===== src/rtl/ddr_lp_pkg.sv =====
package ddr_lp_pkg;

    typedef enum logic [1:0] {
        ST_IDLE  = 2'd0,
        ST_SELF  = 2'd1,
        ST_PDOWN = 2'd2
    } lp_state_e;

    typedef enum logic [3:0] {
        CMD_NONE,      // deselect or NOP, CKE high both samples
        CMD_LOW,       // CKE low both samples
        CMD_REF,
        CMD_SRE,
        CMD_PDE,
        CMD_EXIT,
        CMD_ACT,
        CMD_MRS,
        CMD_READ,
        CMD_OTHER,
        CMD_BAD_FALL,
        CMD_BAD_RISE
    } lp_cmd_e;

endpackage


===== src/rtl/ddr_lp_decode.sv =====
module ddr_lp_decode
    import ddr_lp_pkg::*;
(
    input  logic    cke_prev,
    input  logic    cke,
    input  logic    cs_n,
    input  logic    ras_n,
    input  logic    cas_n,
    input  logic    we_n,
    output lp_cmd_e cmd
);
    logic idle_pins;
    logic ref_pins;

    assign idle_pins = cs_n | (ras_n & cas_n & we_n);
    assign ref_pins  = ~cs_n & ~ras_n & ~cas_n & we_n;

    always_comb begin
        cmd = CMD_NONE;
        unique case ({cke_prev, cke})
            2'b11: begin
                if (idle_pins)                      cmd = CMD_NONE;
                else if (ref_pins)                  cmd = CMD_REF;
                else if (!ras_n && cas_n && we_n)   cmd = CMD_ACT;
                else if (!ras_n && !cas_n && !we_n) cmd = CMD_MRS;
                else if (ras_n && !cas_n && we_n)   cmd = CMD_READ;
                else                                cmd = CMD_OTHER;
            end
            2'b10: begin
                if (ref_pins)       cmd = CMD_SRE;
                else if (idle_pins) cmd = CMD_PDE;
                else                cmd = CMD_BAD_FALL;
            end
            2'b01:   cmd = idle_pins ? CMD_EXIT : CMD_BAD_RISE;
            default: cmd = CMD_LOW;
        endcase
    end
endmodule


===== src/rtl/ddr_lp_window.sv =====
module ddr_lp_window #(
    parameter int LIMIT = 10
) (
    input  logic clk,
    input  logic rst_n,
    input  logic start,
    output logic early
);
    localparam int CW = $clog2(LIMIT + 1);
    localparam logic [CW-1:0] CMAX = CW'(LIMIT);

    logic [CW-1:0] cnt_q;

    always_ff @(posedge clk) begin
        if (!rst_n)          cnt_q <= CMAX;
        else if (start)      cnt_q <= CW'(1);
        else if (cnt_q < CMAX) cnt_q <= cnt_q + CW'(1);
    end

    assign early = (cnt_q < CMAX);
endmodule


===== src/rtl/ddr_lp_monitor.sv =====
module ddr_lp_monitor
    import ddr_lp_pkg::*;
#(
    parameter int T_RFC  = 9,
    parameter int T_XSNR = 10,
    parameter int T_XSRD = 200
) (
    input  logic       clk,
    input  logic       rst_n,
    input  logic       cke,
    input  logic       cs_n,
    input  logic       ras_n,
    input  logic       cas_n,
    input  logic       we_n,
    input  logic       banks_idle,
    output logic [1:0] state_o,
    output logic       err_bank,
    output logic       err_illegal,
    output logic       err_cke_hold,
    output logic       err_rfc,
    output logic       err_xsnr,
    output logic       err_xsrd
);
    localparam int NWIN = 3;
    localparam int WIN_LIMIT [NWIN] = '{T_RFC, T_XSNR, T_XSRD};

    lp_state_e st_q, st_d;
    lp_cmd_e   cmd;
    logic      cke_q, chg_q, changed;
    logic      srx_start;
    logic [NWIN-1:0] win_start, win_early;

    ddr_lp_decode u_dec (
        .cke_prev (cke_q),
        .cke      (cke),
        .cs_n     (cs_n),
        .ras_n    (ras_n),
        .cas_n    (cas_n),
        .we_n     (we_n),
        .cmd      (cmd)
    );

    assign changed   = cke ^ cke_q;
    assign srx_start = (st_q == ST_SELF) && (cmd == CMD_EXIT || cmd == CMD_BAD_RISE);
    assign win_start = {srx_start, srx_start, cmd == CMD_REF};

    for (genvar gi = 0; gi < NWIN; gi++) begin : g_win
        ddr_lp_window #(.LIMIT(WIN_LIMIT[gi])) u_win (
            .clk   (clk),
            .rst_n (rst_n),
            .start (win_start[gi]),
            .early (win_early[gi])
        );
    end

    // next-state logic
    always_comb begin
        st_d = st_q;
        unique case (st_q)
            ST_IDLE: begin
                if (cmd == CMD_SRE) st_d = ST_SELF;
                else if (cmd == CMD_PDE || cmd == CMD_BAD_FALL) st_d = ST_PDOWN;
            end
            ST_SELF, ST_PDOWN: begin
                if (cmd == CMD_EXIT || cmd == CMD_BAD_RISE) st_d = ST_IDLE;
            end
            default: st_d = ST_IDLE;
        endcase
    end

    // state register
    always_ff @(posedge clk) begin
        if (!rst_n) begin
            st_q  <= ST_IDLE;
            cke_q <= 1'b1;
            chg_q <= 1'b0;
        end else begin
            st_q  <= st_d;
            cke_q <= cke;
            chg_q <= changed;
        end
    end

    // sticky error outputs
    always_ff @(posedge clk) begin
        if (!rst_n) begin
            err_bank     <= 1'b0;
            err_illegal  <= 1'b0;
            err_cke_hold <= 1'b0;
            err_rfc      <= 1'b0;
            err_xsnr     <= 1'b0;
            err_xsrd     <= 1'b0;
        end else begin
            if ((cmd == CMD_REF || cmd == CMD_SRE) && !banks_idle)
                err_bank <= 1'b1;
            if (cmd == CMD_BAD_FALL || cmd == CMD_BAD_RISE)
                err_illegal <= 1'b1;
            if (changed && chg_q)
                err_cke_hold <= 1'b1;
            if ((cmd == CMD_ACT || cmd == CMD_MRS) && win_early[0])
                err_rfc <= 1'b1;
            if ((cmd == CMD_REF || cmd == CMD_ACT || cmd == CMD_MRS || cmd == CMD_OTHER)
                && win_early[1])
                err_xsnr <= 1'b1;
            if (cmd == CMD_READ && win_early[2])
                err_xsrd <= 1'b1;
        end
    end

    assign state_o = st_q;
endmodule


===== config.mk =====
export PLATFORM = sky130hd
export DESIGN_NAME = ddr_lp_monitor
export DESIGN_NICKNAME = d
export VERILOG_FILES = /design/src/rtl/ddr_lp_pkg.sv /design/src/rtl/ddr_lp_decode.sv /design/src/rtl/ddr_lp_window.sv /design/src/rtl/ddr_lp_monitor.sv
export SDC_FILE = /design/constraint.sdc
export NUM_CORES = 1
export LEC_CHECK = 0
export CORE_AREA = 2 2 66 100
export CTS_CLUSTER_SIZE = 14
export DETAILED_ROUTE_END_ITERATION = 10
export DIE_AREA = 0 0 68 102
export PLACE_DENSITY = 0.44
export SLEW_MARGIN = 15
export SYNTH_ARGS = -nofsm -noshare
export SYNTH_HDL_FRONTEND = slang
export SYNTH_SLANG_ARGS = --single-unit
export TNS_END_PERCENT = 1

===== constraint.sdc =====
create_clock -name clk -period 5.4 [get_ports clk]
set_clock_uncertainty 0.1 [all_clocks]
set_input_delay 1.35 -clock clk [delete_from_list [all_inputs] [get_ports clk]]
set_output_delay 1.35 -clock clk [all_outputs]
set_load 0.02 [all_outputs]

Yosys cells after proc, flatten, opt, wreduce, memory -nomap -nowiden
Cells that the tools add are included.
Storage, ports and cells
  register bits after elaboration: 26
  input bits: 8
  output and inout port bits: 8
Operators by class
  $add $sub $neg: 3
  $lt $le $gt $ge: 3
  equality and inequality tests: 17
  multiplexer cells: 19
  bitwise logic cells: 11
  reductions and logical operators: 32
Operators with widths (number)
  4-bit two-way mux: 11
  4-bit by 3-bit equality test with 1-bit output (second input constant): 4
  4-bit equality test (second input constant): 4
  8-bit two-way mux: 2
  1-bit logical AND: 12
  4-bit case mux with 3 select lines: 1
  4-bit by 1-bit adder with 4-bit output (second input constant): 2
  8-bit by 1-bit adder with 8-bit output (second input constant): 1
  4-bit by 2-bit equality test with 1-bit output (second input constant): 2
  1-bit logical OR: 8
  4-bit less-than comparator (second input constant): 2
  8-bit less-than comparator (second input constant): 1
  2-bit equality test (second input constant): 3
  2-bit two-way mux: 3
  2-bit nonzero test: 3
  2-bit OR reduction: 3
  1-bit AND: 5
  2-bit by 1-bit equality test with 1-bit output (second input constant): 2
  1-bit zero test: 4
  1-bit NOT: 4
  2-bit case mux with 2 select lines: 1
  3-bit inequality test (second input constant): 1
  2-bit zero test: 1
  2-bit inequality test (second input constant): 1
  other kinds (4): 4

Logic depth before layout (Yosys ltp)
Gate-level depths: netlist of run 1.
  word-level depth: 14
  mapped depth: 9
  depth with buffers taken out: 8

Modules after synthesis
A second synthesis of run 1 with hierarchy kept.
Unflattened totals
  cell total of the unflattened synthesis: 155
  area total of the unflattened synthesis: 1390.1 um^2
Modules (own cells, without submodules)
  ddr_lp_monitor: instances 1, cells an instance 54, area each 483.0 um^2, sequential area each 200.2 um^2
  ddr_lp_window at g_win[2].u_win: instances 1, cells an instance 42, area each 396.6 um^2, sequential area each 160.2 um^2
  ddr_lp_window at g_win[0].u_win: instances 1, cells an instance 23, area each 217.7 um^2, sequential area each 80.1 um^2
  ddr_lp_window at g_win[1].u_win: instances 1, cells an instance 18, area each 170.2 um^2, sequential area each 80.1 um^2
  ddr_lp_decode: instances 1, cells an instance 18, area each 122.6 um^2, sequential area each 0.0 um^2

Worst setup path before layout of run 1
Ideal clock, no wire load.
  kind: input to register
  from: in cke
  to: reg g_win[1].u_win.cnt_q[2]
  arrival: 2.727 ns
  path slack: 2.457 ns
  stages on the path: 8
  cells stage by stage: ha_1 -> buf_2 -> or3_1 -> a21oi_1 -> nand2_1 -> a21oi_2 -> nand2b_4 -> nor3_1
Between the ends
  word-level cells in the longest chain between the ends: 6
Ends and longest elaborated chain
  start, declared: RTL line ddr_lp_monitor.sv:10  | input logic cke,
  2-bit by 1-bit equality test with 1-bit output / 2-bit equality test (equally long branches): RTL line ddr_lp_decode.sv:20  | unique case ({cke_prev, cke})
  4-bit case mux with 3 select lines (*): RTL line ddr_lp_decode.sv:20
  4-bit by 3-bit equality test with 1-bit output / 4-bit equality test (equally long branches): RTL line ddr_lp_monitor.sv:44  | assign srx_start = (st_q == ST_SELF) && (cmd == CMD_EXIT || cmd == CMD_BAD_RISE);
  1-bit logical OR (*): RTL line ddr_lp_monitor.sv:44
  1-bit logical AND (*): RTL line ddr_lp_monitor.sv:44
  2-bit OR reduction (no source line) (*)
  end signal, assigned: RTL line ddr_lp_window.sv:17  | else if (cnt_q < CMAX) cnt_q <= cnt_q + CW'(1);
  end, declared: RTL line ddr_lp_window.sv:12  | logic [CW-1:0] cnt_q;
Every way passes the cells marked *; elsewhere a longest branch is shown, timed or not.
A chain may end at the register's enable or synchronous reset.

Worst setup path after layout of run 1
Ends and elaborated chain as after synthesis.

==> flow_summary.ini, run 1 <==
[worst_setup_path]
crit_fanout = 8
ff2ff_setup_slack_ps = 3090
cp-endpoint = g_win[1].u_win.cnt_q[2]
path_cells = clkdlybuf4s50_1, inv_1, ha_1, a311oi_4, o31a_2, o21ai_2, a21oi_2, nand2b_4, nor3_1
crit_type = in -> reg
required_ps = 5460
critPathMaxStageDelay_ps = 500
rr_endpoint = g_win[1].u_win.cnt_q[2]
start_kind = input port
path_depth = 9
path_delay_family = compound AO/OA/AOI/OAI gates
arrival_ps = 3630
reg2reg_from = cke_q
crit_slowest_cell = clkdlybuf4s50_1
startpoint = cke
end_kind = register
rr_worst_depth = 8
cp.buffers_inverters = 2

[placement]
port_buffers = 15
hpwl_um = 2470
gp_congestion = 0.820

[sta]
timing.final.crit_share_pct = 66.1
rsz0062_at_grt = no
fmaxAchievable_mhz = 280
slew_headroom_pct = 54.3
maxSlewViolCount = 0
tns_ps = 0
fin_crit_ps = 3570
finalSetupViolCount = 0
tightest_slew_ps = 684
whs_ps = 362
hold_viol = 0

[synthesis]
ys_ff_latch = 26
synth_top_area_cell = dfxtp_1
synthCells = 168
syn_area_per_cell_um2 = 8.80
synthTopCellsByArea = dfxtp_1 35%, ha_1 8.5%, xor2_1 4.7%
async_flop_share_pct = 0
synthFlopType = dfxtp_1
synth_edf_count = 0
synth_area_um2 = 1480
synth_nets = 186
ys_warn_count = 0
synth_top_area_share_pct = 35.2
yosysUniqueCellTypes = 45
synth-seq-area-share_pct = 35.2

[drt]
wl_per_cell_um = 12.4
avgViaCountPerCell = 4.69
drt-pass1-iter-count = 4
postRouteAntennaNets = 0
initialDrtViolationCount = 41
totalWireLength_um = 3190
vias = 1205
route.detailed.drc = 0

[min_path]
hp-class = reg -> reg
hold-path-cell-count = 2

[global_route]
grt.overflow.total = 0
grt_pass1_wl_um = 5330
grt_pass1_vias = 1178
antenna_found_initial = 0
grt_use_total_pct = 10.1
grt_max_degree = 16

[run]
drv_cap = 0

[finish]
ff_latch_area_um2 = 520
multi_input_area_um2 = 891
utilization_pct = 29.2
finish.net_count = 202
fillCellCount = 660
antenna_cells = 0
layout-drive-gt1-share_pct = 8.74
area_delta_synth_final_pct = 19.6

[clock_network]
cts_hold_buf = 0
clkLatencyLatePin_ps = 270
cts_resized = 0
clock-sinks = 26
cts_made_buffers = 3
cts_buffer_depth = 2
htree_num_levels = 1
cts_root_buf = clkbuf_8
cts_tree = built
cts_setup_buffers = 0
clkTransAtPathRegs_ps = 90

[floorplanning]
ios = 16
rows = 35
core-area_um2 = 6040
fp.dieW_um = 68
die_area_um2 = 6940
die_y_um = 102
start_util_pct = 24.5

[pwr]
power.density_nw_per_um2 = 269
p_leak_nw = 0.673
ir_worst_vdd_mv = 0.184

[outcome]
status = complete, no violations
-- synth_stat cells, drive strengths merged, types with 3 or more instances --
cell	number
a21oi	13
a31oi	5
and2	3
and3	3
dfxtp	26
ha	10
inv	11
nand2	15
nand2b	4
nor2	18
nor3	5
o21a	4
o21ai	11
xor2	8
-- kinds of logic after synthesis --
group,count (synthesis),share of synthesized area (%)
adder cells (fa/ha/maj),10,8.47
AO/OA/AOI/OAI,46,24.1
multiplexers,2,1.35
AND/OR/NAND/NOR,60,21.0
flip-flops,26,35.2
buffers and inverters,15,4.49
XOR/XNOR,9,5.33
-- flip-flops by register name, summed over array words and instances, names as in the netlist --
name	count
state_o	2
err_bank	1
g_win.u_win.cnt_q	16
err_rfc	1
err_illegal	1
cke_q	1
err_xsrd	1
chg_q	1
err_cke_hold	1
err_xsnr	1
-- worst min-delay path, stage by stage (launching register included) --
cell and delay [ps]:
dfxtp_1 320, inv_1 50, a21oi_1 50
-- layer usage --
layer | routed length, µm | vias to the layer above | track usage, % | part of all wire, %
met5 | 0 | - | 0 | 0
met4 | 55 | 0 | 4.31 | 1.7
met3 | 65 | 6 | 1.43 | 2.0
met2 | 1670 | 10 | 18.1 | 52
met1 | 1400 | 569 | 11.5 | 44
li1 | - | 620 | - | -
-- report_power, final --
part	switching, mW	leakage, nW	total, mW	internal (mW)
registers	0.00994	0.211	0.213	0.203
logic	0.0575	0.427	0.100	0.0427
clock network	0.0634	0.0357	0.163	0.0992
-- cell type report --
type / instances / area share (%)
clock inverters: 1 / 1.70
inverters: 11 / 2.34
well taps: 74 / 5.24
repair buffers: 15 / 8.50
flip-flops and latches: 26 / 29.5
clock buffers: 3 / 2.34
multi-input cells: 127 / 50.4
-- worst min path at each step --
stage	start	endpoint	slack (ps)
2_1_floorplan	chg_q	err_cke_hold	340
4_1_cts	err_illegal	err_illegal	370
6_report	err_illegal	err_illegal	360
3_3_place_gp	err_illegal	err_illegal	340
3_5_place_dp	err_illegal	err_illegal	340
5_1_grt	err_illegal	err_illegal	390
-- layout by cell type, fill, tap and decap left out, types with 2 or more instances in the layout --
master           count
nand2_1             15
o21ai_0             10
nand2b_1             3
inv_1               11
dfxtp_1             26
or3_1                2
xor2_1               8
nor3_1               5
o21a_1               4
nor2_1              18
mux2i_1              2
a21boi_0             2
ha_1                10
and3_1               3
clkdlybuf4s50_1     15
nand4_1              2
nor3b_1              2
a21oi_1             12
a31oi_1              4
clkbuf_8             3
and2_1               3
-- stage by stage --
step | instance area (µm²) | setup slack, ps | power, mW | instances
finish | 1770 | 1830 | 0.476 | 257
global route | 1770 | 1700 | 0.508 | 257
CTS | 1770 | 1830 | 0.485 | 257
detailed placement | 1700 | 1550 | 0.319 | 253
global placement | 1700 | 1510 | 0.319 | 253
floorplan | 1480 | 2460 | 0.290 | 168
Power figures use the tool's default switching activity.
==> run 2: changes to the inputs <==
PLACE_DENSITY = 0.45   (was 0.44)
clock period = 3.11 ns   (was 5.4 ns; I/O delays follow)
==> flow_summary.ini, run 2 (synthesis results as in run 1) <==
[sta]
finalSetupViolCount = 0
rsz0062_at_grt = no
timing.final.crit_share_pct = 88.2
fin_crit_ps = 2740
hold_viol = 0
slew_headroom_pct = 54.4
fmaxAchievable_mhz = 365
maxSlewViolCount = 0
whs_ps = 357
fin_ws_ps = 367
tns_ps = 0
tightest_slew_ps = 683

[placement]
hpwl_um = 2580
dpl.cell_count = 262
gp_congestion = 0.768
port_buffers = 15
dp_slack_ps = 51.1
place_area_um2 = 1760

[global_route]
grt_pass1_vias = 1267
grt_use_total_pct = 11.0
grt_pass1_wl_um = 5950
grt_max_degree = 16
grt.overflow.total = 0
antenna_found_initial = 0

[finish]
final_common_cell = dfxtp_1
regMostFlops = g_win.u_win.cnt_q
largest_reg_flops = 16
antenna_cells = 0
layout-drive-gt1-share_pct = 13.0
layout_common_cells = 26 x dfxtp_1, 18 x nor2_1, 15 x nand2_1, 15 x clkdlybuf4s50_1, 12 x a21oi_1
layout.cells.non_filler = 266
finish.net_count = 211
area_delta_synth_final_pct = 24.1
final_area_um2 = 1830

[floorplanning]
start_util_pct = 24.5
core-area_um2 = 6040
die_area_um2 = 6940
fp.dieW_um = 68
ios = 16
die_y_um = 102
rows = 35

[clock_network]
htree_num_levels = 1
clkLatencyLatePin_ps = 280
cts_setup_buffers = 0
cts_buffer_depth = 2
cts_made_buffers = 3
cts_hold_buf = 0
cts_resized = 0
clock-sinks = 26
cts_root_buf = clkbuf_8
cts_tree = built
clkTransAtPathRegs_ps = 90

[pwr]
p_leak_nw = 0.719
power.density_nw_per_um2 = 458
ir_worst_vdd_mv = 0.240

[worst_setup_path]
start_kind = input port
crit_type = in -> reg
crit_fanout = 5
required_ps = 3180
end_kind = register
reg2reg_from = cke_q
arrival_ps = 2810
startpoint = cke

[drt]
totalWireLength_um = 3270
initialDrtViolationCount = 33
avgViaCountPerCell = 4.64
wl_per_cell_um = 12.3
drt-pass1-iter-count = 5
postRouteAntennaNets = 0
vias = 1235
route.detailed.drc = 0

[run]
drv_cap = 0

[outcome]
status = complete, no violations

[min_path]
hp-class = reg -> reg
hp-start = err_illegal
[run 2: worst paths after layout]
kind / endpoint / slack (ps) / cells past startpoint
max reg2reg: state_o[1] / 1060 / 7
max: state_o[1] / 370 / 9
min: err_illegal / 360 / 2
min reg2reg: err_illegal / 360 / 2
[run 2: cell type report]
class                   count  area (µm²)
clock inverters             1        30.0
clock buffers               3        41.3
inverters                  11        41.3
flip-flops and latches     26         520
fillers                   674        4210
repair buffers             24         218
well taps                  74        92.6
multi-input cells         127         891
[run 2: worst max-delay path, stage by stage]
cell             delay [ps]
clkdlybuf4s50_1         500
inv_1                    90
ha_1                    250
or3_1                   400
a21oi_1                 150
nand2_1                 110
and3_1                  220
o31ai_1                 210
a21oi_1                 100
[run 2: power breakdown]
part,internal [mW],switching [mW]
combinational,0.0819,0.101
sequential,0.353,0.0166
clock,0.172,0.116
[run 2: layer usage]
layer	part of all wire, %	vias up	track usage [%]
met2	52	15	19.3
met5	0	-	0
li1	-	637	-
met4	1.5	0	3.69
met3	2.6	5	1.76
met1	43	578	13.4
[run 2: metrics by stage]
step | util (%) | total power [mW]
5_1_grt | 30.4 | 0.892
2_1_floorplan | - | 0.504
6_report | 30.4 | 0.841
3_3_place_gp | 29.2 | 0.563
4_1_cts | 30.4 | 0.858
3_5_place_dp | 29.2 | 0.564
